File: config.mk
export PLATFORM = sky130hd
export DESIGN_NAME = ras_ctrl
export DESIGN_NICKNAME = d
export VERILOG_FILES = /design/src/rtl/rast_pkg.sv /design/src/rtl/rast_ptr.sv /design/src/rtl/rast_seq.sv /design/src/rtl/rast_mem_if.sv /design/src/rtl/ras_ctrl.sv
export SDC_FILE = /design/constraint.sdc
export NUM_CORES = 1
export LEC_CHECK = 0
export BUFFER_PORTS_ARGS = -buffer_cell sky130_fd_sc_hd__buf_4
export CAP_MARGIN = 20
export CORE_MARGIN = 3
export CORE_UTILIZATION = 44
export CTS_CLUSTER_DIAMETER = 120
export DETAILED_ROUTE_END_ITERATION = 7
export PLACE_DENSITY = 0.83
export SLEW_MARGIN = 5
export SYNTH_ARGS = -nofsm -noshare
export SYNTH_HDL_FRONTEND = slang
export SYNTH_SLANG_ARGS = --single-unit
File: constraint.sdc
create_clock -name clk_i -period 2.45 [get_ports clk_i]
set_input_delay 0.49 -clock clk_i [delete_from_list [all_inputs] [get_ports clk_i]]
set_output_delay 0.49 -clock clk_i [all_outputs]
set_load 0.01 [all_outputs]
File: src/rtl/rast_pkg.sv
package rast_pkg;
  typedef enum logic [2:0] {
    ST_IDLE,
    ST_PUSH_LO,
    ST_PUSH_HI,
    ST_POP_HI,
    ST_POP_LO,
    ST_POP_FIN
  } rast_state_e;
endpackage

File: src/rtl/rast_ptr.sv
module rast_ptr #(
  parameter int unsigned SPW      = 4,
  parameter logic [SPW-1:0] SP_RESET = '1
) (
  input  logic           clk_i,
  input  logic           rst_ni,
  input  logic           dec_i,
  input  logic           inc_i,
  input  logic           ld_i,
  input  logic [SPW-1:0] ld_val_i,
  output logic [SPW-1:0] sp_o
);
  localparam logic [SPW-1:0] STEP = SPW'(2);

  logic [SPW-1:0] sp_q;

  always_ff @(posedge clk_i or negedge rst_ni) begin
    if (!rst_ni)    sp_q <= SP_RESET;
    else if (dec_i) sp_q <= sp_q - STEP;
    else if (inc_i) sp_q <= sp_q + STEP;
    else if (ld_i)  sp_q <= ld_val_i;
  end

  assign sp_o = sp_q;

  p_dec_two_r3: assert property (@(posedge clk_i) disable iff (!rst_ni)
    dec_i |=> sp_q == $past(sp_q) - STEP);
  p_inc_two_r3: assert property (@(posedge clk_i) disable iff (!rst_ni)
    inc_i |=> sp_q == $past(sp_q) + STEP);
  p_hold_r7: assert property (@(posedge clk_i) disable iff (!rst_ni)
    !(dec_i || inc_i || ld_i) |=> $stable(sp_q));
  p_one_op_r8: assert property (@(posedge clk_i) disable iff (!rst_ni)
    $onehot0({dec_i, inc_i, ld_i}));
endmodule

File: src/rtl/rast_seq.sv
module rast_seq
  import rast_pkg::*;
(
  input  logic        clk_i,
  input  logic        rst_ni,
  input  logic        call_i,
  input  logic        ret_i,
  input  logic        sp_we_i,
  output rast_state_e state_o,
  output logic        busy_o,
  output logic        push_load_o,
  output logic        sp_dec_o,
  output logic        sp_inc_o,
  output logic        sp_ld_o,
  output logic        hi_cap_o,
  output logic        lo_cap_o,
  output logic        pop_valid_o
);
  rast_state_e state_q, state_d;
  logic        idle, valid_q;

  assign idle = (state_q == ST_IDLE);

  always_comb begin
    state_d = state_q;
    unique case (state_q)
      ST_IDLE: begin
        if (call_i)     state_d = ST_PUSH_LO;
        else if (ret_i) state_d = ST_POP_HI;
      end
      ST_PUSH_LO: state_d = ST_PUSH_HI;
      ST_PUSH_HI: state_d = ST_IDLE;
      ST_POP_HI:  state_d = ST_POP_LO;
      ST_POP_LO:  state_d = ST_POP_FIN;
      ST_POP_FIN: state_d = ST_IDLE;
      default:    state_d = ST_IDLE;
    endcase
  end

  always_ff @(posedge clk_i or negedge rst_ni) begin
    if (!rst_ni) begin
      state_q <= ST_IDLE;
      valid_q <= 1'b0;
    end else begin
      state_q <= state_d;
      valid_q <= (state_q == ST_POP_FIN);
    end
  end

  assign state_o     = state_q;
  assign busy_o      = !idle;
  assign push_load_o = idle && call_i;
  assign sp_ld_o     = idle && !call_i && !ret_i && sp_we_i;
  assign sp_dec_o    = (state_q == ST_PUSH_HI);
  assign sp_inc_o    = (state_q == ST_POP_FIN);
  assign hi_cap_o    = (state_q == ST_POP_LO);
  assign lo_cap_o    = (state_q == ST_POP_FIN);
  assign pop_valid_o = valid_q;

  p_call_starts_r7: assert property (@(posedge clk_i) disable iff (!rst_ni)
    (call_i && !busy_o) |=> busy_o);
  p_push_two_r7: assert property (@(posedge clk_i) disable iff (!rst_ni)
    (state_q == ST_PUSH_LO) |=> (state_q == ST_PUSH_HI));
  p_busy_holds_r7: assert property (@(posedge clk_i) disable iff (!rst_ni)
    (busy_o && state_q != ST_PUSH_HI && state_q != ST_POP_FIN) |=> busy_o);
  p_ret_pops_r8: assert property (@(posedge clk_i) disable iff (!rst_ni)
    (idle && ret_i && !call_i) |=> (state_q == ST_POP_HI));
  p_valid_pulse_r6: assert property (@(posedge clk_i) disable iff (!rst_ni)
    pop_valid_o |=> !pop_valid_o);
endmodule

File: src/rtl/rast_mem_if.sv
module rast_mem_if
  import rast_pkg::*;
#(
  parameter int unsigned AW     = 11,
  parameter int unsigned SPW    = 4,
  parameter int unsigned BYTE_W = 8,
  parameter int unsigned RAM_AW = 8,
  parameter logic [RAM_AW-1:0] STACK_BASE = 8'h30
) (
  input  logic              clk_i,
  input  logic              rst_ni,
  input  rast_state_e       state_i,
  input  logic [SPW-1:0]    sp_i,
  input  logic [AW-1:0]     data_i,
  output logic [RAM_AW-1:0] ram_addr_o,
  output logic [BYTE_W-1:0] ram_wdata_o,
  output logic              ram_we_o
);
  localparam int unsigned HI_W = AW - BYTE_W;
  localparam logic [SPW-1:0] ONE = SPW'(1);
  localparam logic [SPW-1:0] TWO = SPW'(2);

  logic [SPW-1:0] off;

  always_comb begin
    unique case (state_i)
      ST_PUSH_HI:            off = sp_i - ONE;
      ST_POP_HI:             off = sp_i + ONE;
      ST_POP_LO, ST_POP_FIN: off = sp_i + TWO;
      default:               off = sp_i;
    endcase
  end

  assign ram_addr_o  = STACK_BASE + RAM_AW'(off);
  assign ram_we_o    = (state_i == ST_PUSH_LO) || (state_i == ST_PUSH_HI);
  assign ram_wdata_o = (state_i == ST_PUSH_HI)
                     ? {{(BYTE_W-HI_W){1'b0}}, data_i[AW-1:BYTE_W]}
                     : data_i[BYTE_W-1:0];

  p_hi_below_lo_r4: assert property (@(posedge clk_i) disable iff (!rst_ni)
    (state_i == ST_PUSH_LO) |=> ram_we_o &&
      (ram_addr_o[SPW-1:0] == $past(ram_addr_o[SPW-1:0]) - ONE));
  p_lo_above_hi_r5: assert property (@(posedge clk_i) disable iff (!rst_ni)
    (state_i == ST_POP_HI) |=> !ram_we_o &&
      (ram_addr_o[SPW-1:0] == $past(ram_addr_o[SPW-1:0]) + ONE));
  p_window_r2: assert property (@(posedge clk_i) disable iff (!rst_ni)
    (RAM_AW'(ram_addr_o - STACK_BASE) < RAM_AW'(1 << SPW)));
endmodule

File: src/rtl/ras_ctrl.sv
module ras_ctrl
  import rast_pkg::*;
#(
  parameter int unsigned AW     = 11,
  parameter int unsigned SPW    = 4,
  parameter int unsigned BYTE_W = 8,
  parameter int unsigned RAM_AW = 8,
  parameter logic [RAM_AW-1:0] STACK_BASE = 8'h30,
  parameter logic [AW:0]       RESET_VEC  = 12'h800
) (
  input  logic              clk_i,
  input  logic              rst_ni,
  input  logic              call_i,
  input  logic              ret_i,
  input  logic [AW-1:0]     ret_addr_i,
  output logic [AW-1:0]     pop_addr_o,
  output logic              pop_valid_o,
  output logic              busy_o,
  output logic [RAM_AW-1:0] ram_addr_o,
  output logic [BYTE_W-1:0] ram_wdata_o,
  input  logic [BYTE_W-1:0] ram_rdata_i,
  output logic              ram_we_o,
  input  logic              sp_we_i,
  input  logic [RAM_AW-1:0] sp_wdata_i,
  output logic [RAM_AW-1:0] sp_rdata_o
);
  localparam int unsigned     HI_W     = AW - BYTE_W;
  localparam logic [AW-1:0]   RESET_PC = RESET_VEC[AW-1:0];
  localparam logic [SPW-1:0]  SP_RESET = '1;

  rast_state_e     state;
  logic            push_load, sp_dec, sp_inc, sp_ld, hi_cap, lo_cap;
  logic [SPW-1:0]  sp, sp_ld_val;
  logic [AW-1:0]   push_q, pop_q;
  logic [HI_W-1:0] hi_q;

  rast_seq u_seq (
    .clk_i       (clk_i),
    .rst_ni      (rst_ni),
    .call_i      (call_i),
    .ret_i       (ret_i),
    .sp_we_i     (sp_we_i),
    .state_o     (state),
    .busy_o      (busy_o),
    .push_load_o (push_load),
    .sp_dec_o    (sp_dec),
    .sp_inc_o    (sp_inc),
    .sp_ld_o     (sp_ld),
    .hi_cap_o    (hi_cap),
    .lo_cap_o    (lo_cap),
    .pop_valid_o (pop_valid_o)
  );

  assign sp_ld_val = SPW'(sp_wdata_i - STACK_BASE);

  rast_ptr #(.SPW(SPW), .SP_RESET(SP_RESET)) u_ptr (
    .clk_i    (clk_i),
    .rst_ni   (rst_ni),
    .dec_i    (sp_dec),
    .inc_i    (sp_inc),
    .ld_i     (sp_ld),
    .ld_val_i (sp_ld_val),
    .sp_o     (sp)
  );

  rast_mem_if #(
    .AW(AW), .SPW(SPW), .BYTE_W(BYTE_W), .RAM_AW(RAM_AW), .STACK_BASE(STACK_BASE)
  ) u_mem_if (
    .clk_i       (clk_i),
    .rst_ni      (rst_ni),
    .state_i     (state),
    .sp_i        (sp),
    .data_i      (push_q),
    .ram_addr_o  (ram_addr_o),
    .ram_wdata_o (ram_wdata_o),
    .ram_we_o    (ram_we_o)
  );

  always_ff @(posedge clk_i or negedge rst_ni) begin
    if (!rst_ni) begin
      push_q <= '0;
      hi_q   <= '0;
      pop_q  <= RESET_PC;
    end else begin
      if (push_load) push_q <= ret_addr_i;
      if (hi_cap)    hi_q   <= ram_rdata_i[HI_W-1:0];
      if (lo_cap)    pop_q  <= {hi_q, ram_rdata_i};
    end
  end

  assign pop_addr_o = pop_q;
  assign sp_rdata_o = STACK_BASE + RAM_AW'(sp);

  p_pop_hold_r6: assert property (@(posedge clk_i) disable iff (!rst_ni)
    (!pop_valid_o && !lo_cap) |=> $stable(pop_addr_o));
  p_push_data_r4: assert property (@(posedge clk_i) disable iff (!rst_ni)
    push_load |=> ram_we_o && (ram_wdata_o == $past(ret_addr_i[BYTE_W-1:0])));
endmodule

# Word level (Yosys, flattened, before mapping)
# Index checks and enable logic that the tools add are counted.
# W data, S select, Z words.
[totals]
in_bits = 32
out_inout_bits = 38
reg_bits = 33
[classes]
mux = 8
addsub = 7
eq_ne = 6
n_reduce_logical = 11
[ops]
columns = ["operator", "n"]
rows = [
  ["$add A6 B4 Y7 const A", 2],
  ["$mux W4", 3],
  ["$pmux W3 S4", 1],
  ["$pmux W4 S3", 1],
  ["$mux W8", 1],
  ["$sub A4 B1 Y4 const B", 2],
  ["$eq A3 B2 Y1 const B", 2],
  ["$eq A3 B3 Y1 const B", 2],
  ["$mux W3", 2],
  ["$add A4 B1 Y4 const B", 1],
  ["$add A4 B2 Y4 const B", 1],
  ["$logic_and A1 B1 Y1", 4],
  ["$sub A4 B2 Y4 const B", 1],
  ["$eq A3 B1 Y1 const B", 1],
  ["$logic_not A1 Y1", 3],
  ["$logic_not A3 Y1", 1],
  ["$ne A3 B3 Y1 const B", 1],
  ["$reduce_bool A3 Y1", 1],
  ["$reduce_or A2 Y1", 1],
  ["$logic_or A1 B1 Y1", 1],
]

# Depth between registers and ports, before layout
# Gate-level depths: netlist (run 1).
[depth]
word_depth = 7
ltp_mapped = 10
mapped_depth_nobuf = 9

# Hierarchy
# Synthesis (run 1) repeated with hierarchy kept, for this count alone.
[unflattened]
cells_unflattened = 153
hier_area_um2 = 1930.6
[by_module_without_submodules]
columns = ["module", "cells_per_inst", "area_per_inst_um2", "seq_area_each_um2", "n_inst"]
rows = [
  ["ras_ctrl", 58, 1042.2, 625.6, 1],
  ["rast_mem_if", 54, 424.2, 0.0, 1],
  ["rast_ptr", 22, 256.5, 105.1, 1],
  ["rast_seq", 19, 207.7, 100.1, 1],
]

# Worst setup path before layout (run 1)
# Ideal clock, no wire load.
[synth_timing]
path_type = "register to output"
start = "register u_seq.state_q[2], in the netlist u_seq.state_o[2]"
end = "output ram_addr_o[2]"
t_arrival_ns = 1.951
required_time_ns = 1.960
path_stages_with_launch = 11
slack_ns = 0.009
path_cell_list = "dfrtp_1 -> buf_2 -> buf_2 -> nor2_1 -> nand2_1 -> inv_1 -> fa_1 -> xor2_1 -> nor2_1 -> a21oi_1 -> a21oi_1"
[synth_between]
elab_chain_len = 4
elab_cells_between_ends = 7
[synth_rtl]
columns = ["item", "line_no", "source"]
rows = [
  ["from (decl)", "rast_seq.sv:19", "rast_state_e state_q, state_d;"],
  ["from (signal assigned)", "rast_seq.sv:45", "state_q <= state_d;"],
  ["$eq A3 B3 Y1", "rast_mem_if.sv:26", "unique case (state_i)"],
  ["$reduce_or A2 Y1", "rast_mem_if.sv:26", ""],
  ["$pmux W4 S3 *", "rast_mem_if.sv:26", ""],
  ["$add A6 B4 Y7 *", "rast_mem_if.sv:34", "assign ram_addr_o = STACK_BASE + RAM_AW'(off);"],
  ["to (decl)", "ras_ctrl.sv:19", "output logic [RAM_AW-1:0] ram_addr_o,"],
]
# Every way passes the cells marked *; elsewhere a longest branch is shown, timed or not.

# Worst setup path in the final report (run 1)
[layout_timing]
start = "register u_seq.state_q[2], in the netlist u_seq.state_o[2]"
end = "output ram_addr_o[3]"
# Same word-level chain as after synthesis.

==> metrics, run 1 <==
CP Class flip-flop to output pin; sequential area share after synthesis between 40% and 50%; share of cells above drive strength 1 a little under half; post-synthesis simple-gate area fraction approximately a fifth; placement row count 22; Buffers on Ports 57; Layout fillers 316; worst-path fanout max 4; RSZ-0062 raised after global routing true; post-route insts no fill about 300; DP Wirelength approximately 2900 um; final hold slack about 0.15 ns; WP buf/inv 1; Area Growth Syn to Fin 34.70%; All-Layer GR Usage between 15 and 20%; timing-limited maximum frequency a little over 400 MHz; critical-path cell list nor2_4 -> nand2_4 -> ha_1 -> a21o_1 -> a21oi_2 -> a21oi_2 -> nand4b_1 -> buf_4; r2r setup slk roughly 0.48 ns; DRT iter0 DRCs 67; drt drc 0; mux cell area share after synthesis between 10 and 15%; Clock Tree Buf Depth 2; total power roughly 3500 uW; root buf cell clkbuf_8; Max Cap Viol 0; # setup viols final 0; final hold vios 0; vias per cell 5.059; period utilization between 90% and 100%; DR vias around 1500; Fin Clk Skew between 0.004 and 0.005 ns; #FFs+latches synth 33; ant diodes 0; gr ovfl total 0; Period minus WS final ~2.4 ns; height of the die slightly above 70 um; die footprint slightly below 0.005 sq mm; vias in the first global route ~1500; syn_area_per_cell 9.672 sq um; cell count after synthesis approximately 190; Synth cell types 41; synth warn 0; delay of the slowest cell on the worst path 0.42 ns; Final GP Congestion between 0.7 and 0.8; Ports 70; Synth Area in Adders under 10%; CP endpoint kind output pin; Die X about 70 um; Avg WL per Cell about 14 um; CTS clk-pin slew, worst paths 0.07 ns; Setup TNS 0 ns; largest net degree at the start of global routing 34; outcome finished clean; Max Slew Vio Count 0; placed cell count ~290; final core utilization approximately 64%; synthesized area 0.001828 sq mm; PwrDens around 1400 mW/mm^2; core area between 0.003 and 0.004 sq mm; initial antenna violation count 0; Pre-antenna DRT Iters 4; LEAKAGE ~0.0012 uW; VDD IR max 0.8398 mV; Starting Density 47.78%; H-tree depth 2; largest family of logic cells by synthesized area simple AND/OR/NAND/NOR gates; TritonCTS clock tree done; fin nets approximately 290; post-synthesis xor/xnor area fraction 1.916%; Synth Area in Compound Gates a little under a tenth; antenna-violating nets left 0; Post-CTS Hold Fix Bufs 0; Hold Path Class input port to asynchronous set/reset pin; first-pass GRT wire length 6492 um; cell class contributing the biggest share of worst-path delay flip-flops; CTS buffer count 5; Worst setup SP type flip-flop; CP required 1.96 ns; CTS sink count 33; Critical Path Slowest Stage Cell dfrtp_1; Worst path most repeated cell a21oi_2; Arr. time, crit path about 1.9 ns; Clock Latency Late Sink 0.28 ns; final WL ~4100 um
[placed cells by master (no fill, tap or decap), types with 2 or more instances in the layout]
cell,count
clkbuf_8,5
a211oi_1,2
a21oi_1,9
o211ai_1,2
nor3_1,4
a21o_1,2
nand2b_1,4
mux2_2,17
nand4b_1,2
inv_1,5
nand2_1,39
dfrtp_1,29
a21oi_2,2
nor2_1,8
buf_4,71
ha_1,3
xnor2_1,3
o21ai_0,2
clkinv_2,2
dfstp_2,4
conb_1,8
inv_2,3
and2_1,5
[metal layers]
metal  GRT usage [%]  up-vias  part of all wire [%]
li1                -      748                     -
met1           19.54      742                    41
met2           27.75       46                    52
met3           4.173        2                   6.9
met4           3.191        0                  0.44
met5               0        -                     0
[layout make-up]
type                       instances  area [sq um]  area share, %
sequential                        33         830.8          33.74
clock inverter                     3         17.52         0.7114
multi-input combinational        135         915.9          37.20
timing repair buffer              71         533.0          21.65
inverter                           9         36.28          1.474
tap                               48         60.06          2.439
clock buffer                       5         68.82          2.795
[through the flow]
step	worst slack [ns]	cell area, sq um
6_report	0.02346	2462
3_3_place_gp	0.2381	2272
4_1_cts	0.003555	2382
3_5_place_dp	0.2144	2272
5_1_grt	-0.08994	2462
2_1_floorplan	0.009283	1851
[registers in the layout, summed over array words and instances (netlist names)]
signal / count
u_ptr.sp_o: 4
push_q: 11
u_seq.state_o: 3
pop_addr_o: 11
u_seq.pop_valid_o: 1
hi_q: 3
[where the power goes]
part	switching (uW)	total [uW]	internal [uW]
Sequential	183	1030	843
Clock	200	396	196
Combinational	1020	2120	1100
Total	1400	3540	2140
[synth_stat cells, drive strengths merged]
| library cell | instances | area (sq um) |
|---|---|---|
| nand2b | 4 | 25.02 |
| nand4b | 2 | 17.52 |
| xnor2 | 3 | 26.28 |
| or4 | 1 | 7.510 |
| a31o | 1 | 8.760 |
| a31oi | 1 | 6.260 |
| o31a | 1 | 8.760 |
| conb | 2 | 7.510 |
| a21o | 2 | 15.01 |
| nand3 | 1 | 5.000 |
| a21oi | 11 | 55.05 |
| nand2 | 41 | 153.9 |
| mux2i | 1 | 10.01 |
| a311oi | 1 | 8.760 |
| nand4 | 1 | 6.260 |
| nor3 | 4 | 20.02 |
| a211oi | 3 | 27.52 |
| inv | 9 | 33.78 |
| and2 | 5 | 31.28 |
| dfrtp | 29 | 725.7 |
| or3b | 1 | 8.760 |
| buf | 13 | 92.59 |
| nand3b | 1 | 11.26 |
| ha | 4 | 50.05 |
| or3 | 1 | 6.260 |
| o211ai | 2 | 15.01 |
| o21ai | 2 | 10.01 |
| dfstp | 4 | 105.1 |
| xor2 | 1 | 8.760 |
| nor3b | 2 | 31.28 |
| nor2 | 9 | 33.78 |
| a2bb2oi | 1 | 8.760 |
| o211a | 1 | 10.01 |
| and3 | 1 | 6.260 |
| mux2 | 17 | 191.4 |
| clkbuf | 5 | 18.77 |
| fa | 1 | 20.02 |
[what timing repair did]
action | CTS | global route
resized for setup | 5 | 10
setup buffers | 2 | 6
endpoints found under the setup margin | 2 | 3
hold endpoints to repair | 0 | 0
pin swaps | 1 | 6
[worst paths after layout]
path / endpoint / from / cells past startpoint
max in group asynchronous: u_ptr.sp_o[3] / rst_ni / 1
setup / recovery: ram_addr_o[3] / u_seq.state_o[2] / 8
hold reg to reg: pop_addr_o[8] / hi_q[0] / 2
hold / removal: pop_addr_o[10] / rst_ni / 1
setup reg to reg: u_ptr.sp_o[3] / u_seq.state_o[1] / 7
min in group clk_i: pop_addr_o[4] / ram_rdata_i[4] / 3
[cells by family after synthesis]
| logic type | after synthesis |
|---|---|
| other cells | 2 |
| xor+xnor | 4 |
| fa+ha+maj | 5 |
| mux | 18 |
| compound gates | 26 |
| simple gates | 74 |
| flops | 33 |
| buf+inv | 27 |
(Power assumes the default switching activity.)
==> inputs of run 2 (changes only) <==
- CTS_CLUSTER_DIAMETER: 120 -> 50
- SETUP_SLACK_MARGIN: not set -> 0.15
==> run 2 against run 1 <==
Worst setup slack gained 0.058 ns. Die area is the same. Sequential power is essentially flat. Cell area grew 0.41%. Register-to-register slack gained 0.06 ns.
==> metrics, run 2 (synthesis gave the netlist of run 1 again) <==
commonest cells after routing, fill and taps aside buf_4, nand2_1, dfrtp_1, mux2_2; Avg WL per Cell 13.37 um (-1.1%); fin nets 292 (unchanged); Max Cap Viol 0 (unchanged); total power 3565 uW (+0.73%); PwrDens 1442 mW/mm^2 (+0.32%); share of cells above drive strength 1 46.27% (+0.18 points); CP required 1.96 ns (about the same); H-tree depth 2 (unchanged); Clock Latency Late Sink 0.28 ns (about the same); r2r setup slk 0.54 ns (+0.06 ns); DP Wirelength 3014 um (+5.7%); R2R cell count 6 (-1); CTS buffer count 5 (unchanged); Period minus WS final 2.369 ns (-0.05759 ns); Layout fillers 307 (-2.8%); Die X 70.46 um (unchanged); antenna-violating nets left 0 (unchanged); Pre-antenna DRT Iters 4 (unchanged); LEAKAGE 0.001218 uW (about the same); drt drc 0 (unchanged); Max Slew Vio Count 0 (unchanged); vias per cell 5.003 (-1.1%); gr ovfl total 0 (unchanged); placement row count 22 (unchanged); Post-Place Cell Area 0.002291 sq mm (+0.83%); ant diodes 0 (unchanged); Starting Density 47.78% (unchanged); placed cell count 288 (unchanged); first-pass GRT wire length 6893 um (+6.2%); largest net degree at the start of global routing 34 (unchanged); height of the die 70.46 um (unchanged); most common cell after layout, fill and taps aside buf_4; initial antenna violation count 0 (unchanged); outcome finished clean; CTS clk-pin slew, worst paths 0.06 ns (about the same); worst-path fanout max 3 (-1); Ports 70 (unchanged); core area 0.003826 sq mm (unchanged); VDD IR max 0.6735 mV (-20%); Final GP Congestion 0.7650 (+1.9%); All-Layer GR Usage 16.99% (+1.1 points); CTS sink count 33 (unchanged); Hold Path Class input port to asynchronous set/reset pin; Arr. time, crit path 1.88 ns (-0.06 ns); Buffers on Ports 57 (unchanged); RSZ-0062 raised after global routing true; final WL 4052 um (-1.4%); die footprint 0.004964 sq mm (unchanged); Worst setup SP type flip-flop; DRT iter0 DRCs 76 (+13%); final hold vios 0 (unchanged); Clock Tree Buf Depth 2 (unchanged); # setup viols final 0 (unchanged); Fin Clk Skew 0.002280 ns (-0.002701 ns); DR vias 1516 (-1.4%); CP Class flip-flop to output pin; CP endpoint kind output pin; vias in the first global route 1542 (+3.8%); period utilization 96.69% (-2.4 points); timing-limited maximum frequency 422.1 MHz (+2.4%); post-route insts no fill 303 (-0.33%); Post-CTS Hold Fix Bufs 0 (unchanged); root buf cell clkbuf_8; Post-Layout Inst Area 0.002472 sq mm (+0.41%); Area Growth Syn to Fin 35.25%; TritonCTS clock tree done
[run 2: cell type report]
class | count | area (sq um) | share of cell area [%]
tap | 48 | 60.06 | 2.429
clock buffer | 7 | 86.33 | 3.492
sequential | 33 | 832.0 | 33.65
multi-input combinational | 135 | 920.9 | 37.25
inverter | 9 | 36.28 | 1.468
timing repair buffer | 71 | 536.8 | 21.71
[run 2: per-layer routing]
| metal | part of all wire (%) | track usage (%) | up-vias |
|---|---|---|---|
| met5 | 0 | 0 | - |
| met4 | 0.27 | 3.191 | 0 |
| met3 | 7.4 | 5.899 | 2 |
| met2 | 51 | 28.59 | 48 |
| met1 | 41 | 21.12 | 715 |
| li1 | - | - | 751 |
[run 2: final timing paths]
kind,start,end
min in group clk_i,ram_rdata_i[4],pop_addr_o[4]
hold reg to reg,hi_q[2],pop_addr_o[10]
max in group asynchronous,rst_ni,u_ptr.sp_o[1]
setup / recovery,u_ptr.sp_o[1],ram_addr_o[3]
setup reg to reg,u_seq.state_o[2],u_ptr.sp_o[3]
hold / removal,rst_ni,push_q[0]
[run 2: repair_timing]
item | 4_1_cts | 5_1_grt
endpoints found under the hold margin | 0 | 0
setup endpoints to repair | 3 | 11
buffers inserted | 7 | 1
resized for setup | 9 | 3
pin swaps | 3 | 4
[run 2: report_power, final]
group          internal (uW)  switching (uW)
Clock                    223             181
Sequential               844             166
Combinational           1120            1030
[run 2: through the flow]
stage	setup WS (ns)	utilization, %	hold WS [ns]	TNS, ns
after global placement	0.2612	59.88	0.4428	0
after floorplan	0.1548	-	0.1944	0
final	0.08105	64.62	0.1384	0
after detailed placement	0.2398	59.88	0.4561	0
after CTS	0.1013	64.19	0.1519	0
after global routing	-0.0003499	64.62	0.1614	-0.0003499
[run 2: critical path, stage by stage (launching register included)]
cell      delay, ns
dfstp_2        0.58
buf_6          0.12
ha_4           0.19
a21o_1         0.16
a21oi_2        0.18
a21oi_1        0.06
nand4b_1       0.17
buf_4          0.15
